`src/rtl/burst_client_pkg.sv`:
```
package burst_client_pkg;

    localparam int INFO_W = 36;
    localparam int LEN_W  = 8;
    localparam int OP_BIT = LEN_W;

    typedef enum logic [2:0] {
        ST_IDLE,
        ST_REQ,
        ST_WAIT_G1,
        ST_ADDR,
        ST_WAIT_G2,
        ST_XFER
    } fsm_e;

    typedef enum logic {
        OP_WRITE = 1'b0,
        OP_READ  = 1'b1
    } op_e;

    typedef struct packed {
        op_e              op;
        logic [LEN_W-1:0] len;
    } cmd_t;

    function automatic logic [INFO_W-1:0] len_beat(cmd_t c);
        logic [INFO_W-1:0] b;
        b = '0;
        b[LEN_W-1:0] = c.len;
        b[OP_BIT]    = c.op;
        return b;
    endfunction

endpackage

```
`src/rtl/grant_sync.sv`:
```
module grant_sync #(
    parameter int N = 2
) (
    input  logic         clk,
    input  logic         rst,
    input  logic [N-1:0] g_in,
    output logic [N-1:0] g_q
);
    for (genvar i = 0; i < N; i++) begin : g_stage
        always_ff @(posedge clk) begin
            if (rst) g_q[i] <= 1'b0;
            else     g_q[i] <= g_in[i];
        end
    end
endmodule

```
`src/rtl/word_counter.sv`:
```
module word_counter #(
    parameter int W = 8
) (
    input  logic         clk,
    input  logic         rst,
    input  logic         load,
    input  logic [W-1:0] load_val,
    input  logic         dec,
    output logic         last
);
    logic [W-1:0] cnt;

    always_ff @(posedge clk) begin
        if (rst)       cnt <= '0;
        else if (load) cnt <= load_val;
        else if (dec)  cnt <= cnt - 1'b1;
    end

    assign last = (cnt == W'(1));


    cnt_step_chk: assert property (@(posedge clk) disable iff (rst)
        (dec && !load) |=> (cnt == $past(cnt) - 1'b1));
endmodule

```
`src/rtl/burst_client.sv`:
```
module burst_client
    import burst_client_pkg::*;
#(
    parameter int ADDR_W = 24,
    parameter int DATA_W = 32
) (
    input  logic              clk,
    input  logic              rst,
    input  logic              start_rd,
    input  logic              start_wr,
    input  logic [ADDR_W-1:0] start_addr,
    input  logic [LEN_W-1:0]  start_len,
    output logic              req,
    input  logic              grant1,
    input  logic              grant2,
    output logic [INFO_W-1:0] info_bus,
    input  logic [DATA_W-1:0] wr_word,
    output logic              wr_take,
    output logic [DATA_W-1:0] mem_wdata,
    output logic              mem_wr_en,
    input  logic [DATA_W-1:0] mem_rdata,
    output logic              mem_rd_en,
    output logic [DATA_W-1:0] rd_word,
    output logic              rd_valid,
    output logic              busy,
    output logic              done
);
    fsm_e              state, state_nx;
    cmd_t              cmd_q;
    logic [ADDR_W-1:0] addr_q;
    logic [1:0]        g_q;
    logic              g1_q, g2_q;
    logic              accept, beat, last;
    logic              req_q, done_q;
    logic [INFO_W-1:0] info_q;

    grant_sync #(.N(2)) i_grant_sync (
        .clk  (clk),
        .rst  (rst),
        .g_in ({grant2, grant1}),
        .g_q  (g_q)
    );
    assign g1_q = g_q[0];
    assign g2_q = g_q[1];

    assign accept = (state == ST_IDLE) && (start_rd || start_wr);
    assign beat   = ((state == ST_WAIT_G2) && g2_q) || (state == ST_XFER);

    word_counter #(.W(LEN_W)) i_word_counter (
        .clk      (clk),
        .rst      (rst),
        .load     (accept),
        .load_val (start_len),
        .dec      (beat),
        .last     (last)
    );

    always_comb begin
        state_nx = state;
        unique case (state)
            ST_IDLE:    if (accept) state_nx = ST_REQ;
            ST_REQ:     state_nx = ST_WAIT_G1;
            ST_WAIT_G1: if (g1_q) state_nx = ST_ADDR;
            ST_ADDR:    state_nx = ST_WAIT_G2;
            ST_WAIT_G2: if (g2_q) state_nx = last ? ST_IDLE : ST_XFER;
            ST_XFER:    if (last) state_nx = ST_IDLE;
            default:    state_nx = ST_IDLE;
        endcase
    end

    always_ff @(posedge clk) begin
        if (rst) begin
            state  <= ST_IDLE;
            cmd_q  <= '0;
            addr_q <= '0;
            req_q  <= 1'b0;
            done_q <= 1'b0;
            info_q <= '0;
        end else begin
            state  <= state_nx;
            req_q  <= accept;
            done_q <= beat && last;
            info_q <= '0;
            if (accept) begin
                cmd_q.op  <= start_rd ? OP_READ : OP_WRITE;
                cmd_q.len <= start_len;
                addr_q    <= start_addr;
            end
            if (state == ST_WAIT_G1 && g1_q) info_q <= INFO_W'(addr_q);
            if (state == ST_ADDR)            info_q <= len_beat(cmd_q);
        end
    end

    assign req       = req_q;
    assign done      = done_q;
    assign busy      = (state != ST_IDLE);
    assign info_bus  = info_q;
    assign mem_wr_en = beat && (cmd_q.op == OP_WRITE);
    assign wr_take   = mem_wr_en;
    assign mem_wdata = wr_word;
    assign mem_rd_en = beat && (cmd_q.op == OP_READ);
    assign rd_valid  = mem_rd_en;
    assign rd_word   = mem_rdata;


    req_pulse_chk: assert property (@(posedge clk) disable iff (rst)
        req |=> !req);


    req_from_idle_chk: assert property (@(posedge clk) disable iff (rst)
        req |-> $past(state == ST_IDLE));


    addr_after_grant_chk: assert property (@(posedge clk) disable iff (rst)
        (state == ST_ADDR) |-> $past(g1_q));


    done_pulse_chk: assert property (@(posedge clk) disable iff (rst)
        done |=> !done);


    done_idle_chk: assert property (@(posedge clk) disable iff (rst)
        done |-> !busy);


    beat_gated_chk: assert property (@(posedge clk) disable iff (rst)
        (mem_rd_en || mem_wr_en) |-> (g2_q || $past(mem_rd_en || mem_wr_en)));
endmodule

```
`config.mk`:
```
export PLATFORM = sky130hd
export DESIGN_NAME = burst_client
export DESIGN_NICKNAME = d
export VERILOG_FILES = /design/src/rtl/burst_client_pkg.sv /design/src/rtl/grant_sync.sv /design/src/rtl/word_counter.sv /design/src/rtl/burst_client.sv
export SDC_FILE = /design/constraint.sdc
export NUM_CORES = 1
export LEC_CHECK = 0
export CAP_MARGIN = 0
export CORE_MARGIN = 1.5
export CORE_UTILIZATION = 39
export CTS_BUF_LIST = sky130_fd_sc_hd__clkbuf_16
export CTS_CLUSTER_DIAMETER = 60
export CTS_CLUSTER_SIZE = 30
export DETAILED_ROUTE_END_ITERATION = 6
export HOLD_SLACK_MARGIN = 0.08
export PLACE_DENSITY = 0.86
export SYNTH_ARGS = -nofsm -noshare
export SYNTH_HDL_FRONTEND = slang
export SYNTH_SLANG_ARGS = --single-unit
```
`constraint.sdc`:
```
create_clock -name clk -period 3.4 [get_ports clk]
set_input_delay 0.68 -clock clk [delete_from_list [all_inputs] [get_ports clk]]
set_output_delay 0.68 -clock clk [all_outputs]
set_load 0.01 [all_outputs]
```
After elaboration in Yosys (flattened, before gate mapping):

Cells that the tools add are included.
Widths: inputs -> output; s select.

* add/subtract/negate cells: 1
* equal/unequal tests: 10
* multiplexer cells: 11
* bitwise operators: 2
* reductions and logical operators: 14

Operator list (count)
* $mux 9: 2
* $pmux 3 s6: 1
* $mux 8: 2
* $mux 3: 5
* $eq 8x1->1 const B: 1
* $sub 8x1->8 const B: 1
* $eq 3x2->1 const B: 2
* $eq 3x3->1 const B: 2
* $logic_and 1x1->1: 6
* $ne 2x1->1 const B: 2
* $ne 2x2->1 const B: 2
* $reduce_and 4->1: 1
* $eq 3x1->1 const B: 1
* $logic_not 3->1: 1
* $reduce_bool 3->1: 1
* $reduce_or 3->1: 1
* $logic_or 1x1->1: 2
* $not 1->1: 2
* $reduce_bool 2->1: 1
* $reduce_or 2->1: 1
* $mux 1: 1

* register bits after elaboration: 84
* bits of input ports: 102
* output and inout bits: 107
* logic and storage cells: 50

Depth between registers and ports, before layout:

* word-level depth: 5
* depth in mapped cells: 7
* gate-level depth less buffers: 5

Hierarchy:

A second synthesis with hierarchy kept.

* cell total of the unflattened synthesis: 377
* area total of the unflattened synthesis: 3382.0 um^2

Modules (own cells, without submodules)
* burst_client: instances 1, cells an instance 317, area each 2856.5 um^2, seq. area each 1241.2 um^2
* word_counter: instances 1, cells an instance 56, area each 473.0 um^2, seq. area each 160.2 um^2
* grant_sync: instances 1, cells an instance 4, area each 52.6 um^2, seq. area each 40.0 um^2

Worst setup path after synthesis:

OpenSTA, ideal clock, no wires.

* path type: reg2out
* start point: register state[1]
* end point: output port wr_take
* arrival: 1161 ps
* required time: 2720 ps
* slack: 1559 ps
* cell stages (with the launch flop): 7
* path buffers: 3
* path through: dfxtp_1 -> buf_6 -> and2b_1 -> buf_6 -> nand2_1 -> nor2_1 -> buf_4

* word-level cells in the longest chain between the ends: 4
* elaborated cells on any way between the ends: 5
* those cells by class: eq/ne (2); reduce/logical (3)

Ends and longest elaborated chain
* from (decl): RTL line burst_client.sv:28 `fsm_e state, state_nx;`
* from (signal assigned): RTL line burst_client.sv:80 `state <= state_nx;`
* $eq 3x3->1: RTL line burst_client.sv:47 `assign beat = ((state == ST_WAIT_G2) && g2_q) || (state == ST_XFER);`
* $logic_and 1x1->1: RTL line burst_client.sv:47
* $logic_or 1x1->1 (*): RTL line burst_client.sv:47
* $logic_and 1x1->1 (*): RTL line burst_client.sv:98 `assign mem_wr_en = beat && (cmd_q.op == OP_WRITE);`
* to (decl): RTL line burst_client.sv:18 `output logic wr_take,`

Every way passes the cells marked *; elsewhere a longest branch is shown, timed or not.

Worst setup path in the final report:

* start point: register state[2]
* end point: output port wr_take

The elaborated chain is that of the path after synthesis.

==> flow_metrics.env <==
export IMPL_period_minus_slack_ns=2.73
export IMPL_routedWlPerCell_um=15.2
export IMPL_timing_slew_headroom_pct=33.0
export IMPL_path_cells="and2b_1, nand2_1, nor2_1, clkdlybuf4s50_1"
export IMPL_drive_gt1_share_pct=8.20
export IMPL_status="complete, no violations"
export IMPL_min_from="addr_q[12]"
export IMPL_cts_max_path_buffers=2
export IMPL_timing_final_ws_setup_ns=0.667
export IMPL_start_util_pct=39.9
export IMPL_hold_class="register to register"
export IMPL_grt_max_degree=33
export IMPL_crit_slowest_cell="clkdlybuf4s50_1"
export IMPL_coreArea_um2=8130
export IMPL_rrSetupSlack_ns=1.64
export IMPL_grt_total_usage_pct=16.2
export IMPL_num_io_pins=209
export IMPL_grt_overflow_total=0
export IMPL_avgSynthCellArea_um2=8.87
export IMPL_dp_hpwl_mm=5.26
export IMPL_num_rows=33
export IMPL_r2r_start="state[1]"
export IMPL_drv_slew=0
export IMPL_first_pass_iters=4
export IMPL_multiInputGateArea_um2=1130
export IMPL_drv_cap=0
export IMPL_synth_edf_count=0
export IMPL_fillers=716
export IMPL_syn_inst=366
export IMPL_area_growth_pct=14.1
export IMPL_gp_congestion=0.745
export IMPL_register_area_um2=1440
export IMPL_drt_iter0_drc=175
export IMPL_powerDensity_nw_per_um2=764
export IMPL_dp_slack_ns=1.04
export IMPL_synthFlopType="dfxtp_1"
export IMPL_path_max_fanout=11
export IMPL_worstPathRequired_ns=2.72
export IMPL_cts_clk_slew_worst_paths_ns=0.05
export IMPL_vias_per_cell=4.87
export IMPL_synth_async_reset_ratio_pct=0
export IMPL_leakagePower_nw=1.43
export IMPL_cts_tree="built"
export IMPL_cp_slowest_stage_delay_ns=0.55
export IMPL_synth_seq_area_share_pct=44.4
export IMPL_vias=2295
export IMPL_ys_warn_count=0
export IMPL_cts_resized=0
export IMPL_fmax_mhz=366
export IMPL_hold_end="addr_q[12]"
export IMPL_grt_pass1_wl_mm=11.0
export IMPL_cts_buffers=9
export IMPL_insertion_delay_ns=0.33
export IMPL_die_h_um=94.3
export IMPL_period_share_pct=80.4
export IMPL_wirelength_mm=7.15
export IMPL_antenna_found_initial=0
export IMPL_antenna_cells=0
export IMPL_layout_nets=466
export IMPL_die_w_um=94.3
export IMPL_ys_ff_latch=72
export IMPL_drc=0
export IMPL_die_area_um2=8880
export IMPL_grt_setup_unrepaired="no"
export IMPL_critPathKind="register to output port"
export IMPL_cts_num_sinks=72
export IMPL_synthesis_area_um2=3250
export IMPL_cts_setup_buffers=0
export IMPL_port_buffers=68
export IMPL_min_path_cells=2
export IMPL_cts_hold_buffers=0
export IMPL_cp_arrival_ns=2.05
export IMPL_worst_pin_slew_ns=0.991
export IMPL_r2r_end="info_bus[4]"
export IMPL_crit_path_end_kind="output port"
export IMPL_setup_tns_ns=0
export IMPL_hold_viol_final=0
export IMPL_ant_nets=0
export IMPL_start_kind="register"
export IMPL_worst_r2r_path_depth=2
export IMPL_fin_skew_ns=0.00592
export IMPL_grt_pass1_vias=2219
export IMPL_ys_types=39
export IMPL_peakVddDrop_mv=0.337
export IMPL_finalSetupViolCount=0
export IMPL_cts_htree_levels=3
export IMPL_clock_root_buffer="clkbuf_16"
==> how the worst max path moves through the flow <==
stage / start / endpoint
after floorplan: state[1] / wr_take
after global placement: state[2] / wr_take
after detailed placement: state[2] / wr_take
after CTS: state[2] / wr_take
after global routing: state[2] / mem_wr_en
final: state[2] / wr_take
==> state kept, by name (all words and copies together) (netlist names) <==
name,count
req,1
i_word_counter.cnt,8
state,3
cmd_q,9
i_grant_sync.g_q,2
done,1
addr_q,24
info_bus,24
==> layout by cell type, fill, tap and decap left out, types with 9 or more instances in the layout <==
master / instances
a21oi_1: 35
a22o_1: 9
and2_1: 15
clkbuf_16: 9
clkdlybuf4s50_1: 67
conb_1: 12
dfxtp_1: 72
nand2_1: 68
nor2_1: 16
==> final cells by class <==
class / count / share of cell area (%)
timing repair buffer: 73 / 19.2
sequential: 72 / 38.9
tap: 105 / 3.54
clock inverter: 6 / 1.45
inverter: 3 / 0.304
clock buffer: 9 / 6.07
multi-input combinational: 203 / 30.5
==> power breakdown <==
group	switching (mW)	internal (mW)	leakage, nW
logic	0.465	0.343	0.698
clock network	0.327	0.553	0.141
registers	0.131	1.01	0.589
total	0.922	1.91	1.43
==> metal layers <==
metal / vias up / share of wire, % / GRT usage (%)
li1: 1090 / - / -
met1: 1046 / 34 / 15.7
met2: 141 / 53 / 30.5
met3: 18 / 11 / 6.80
met4: 0 / 1.9 / 5.85
met5: - / 0 / 0
==> worst max-delay path, delay by kind of cell (launching register included) <==
family                 cells  cell delay, ns
and+or+nand+nor            3            0.68
DFF                        1            0.49
buffers and inverters      1            0.55
==> synthesized netlist by cell type, drive strengths merged (2+ instances only) <==
cell,number,area (um^2)
nand2,68,255
and2,16,103
inv,3,11.3
and2b,2,15.0
a211oi,7,77.6
xor2,4,35.0
ha,2,25.0
a22oi,2,15.0
clkbuf,6,22.5
nor2,16,60.1
a22o,9,78.8
nor4,2,25.0
nor3,4,31.3
nand3,2,10.0
buf,93,703
o21ai,3,15.0
a21oi,35,175
and3,2,12.5
nand4,3,18.8
nor2b,3,18.8
xnor2,2,17.5
dfxtp,72,1440
==> logic make-up (layout without fill, tap and decap cells) <==
| logic type | count (synthesis) | after routing | share of synthesized area [%] |
|---|---|---|---|
| xor gates and xnor gates | 6 | 6 | 1.62 |
| buffers and inverters | 102 | 91 | 22.7 |
| adders and majority gates | 2 | 2 | 0.770 |
| AOI/OAI and AO/OA | 57 | 57 | 11.4 |
| and+or+nand+nor | 126 | 126 | 19.1 |
| other | 1 | 12 | 0.115 |
| DFF | 72 | 72 | 44.4 |
==> metrics by stage <==
step                      util, %  std cells  total power, mW  instance area, um^2  hold slack (ns)
after global routing         45.6        471             3.00                 3710            0.476
after global placement       42.1        456             1.92                 3430            0.436
after detailed placement     42.1        456             1.96                 3430            0.440
after floorplan                 -        377             1.87                 3290            0.430
final                        45.6        471             2.83                 3710            0.449
after CTS                    45.6        471             2.84                 3710            0.449
No activity file was read; power rests on OpenSTA's default activity.
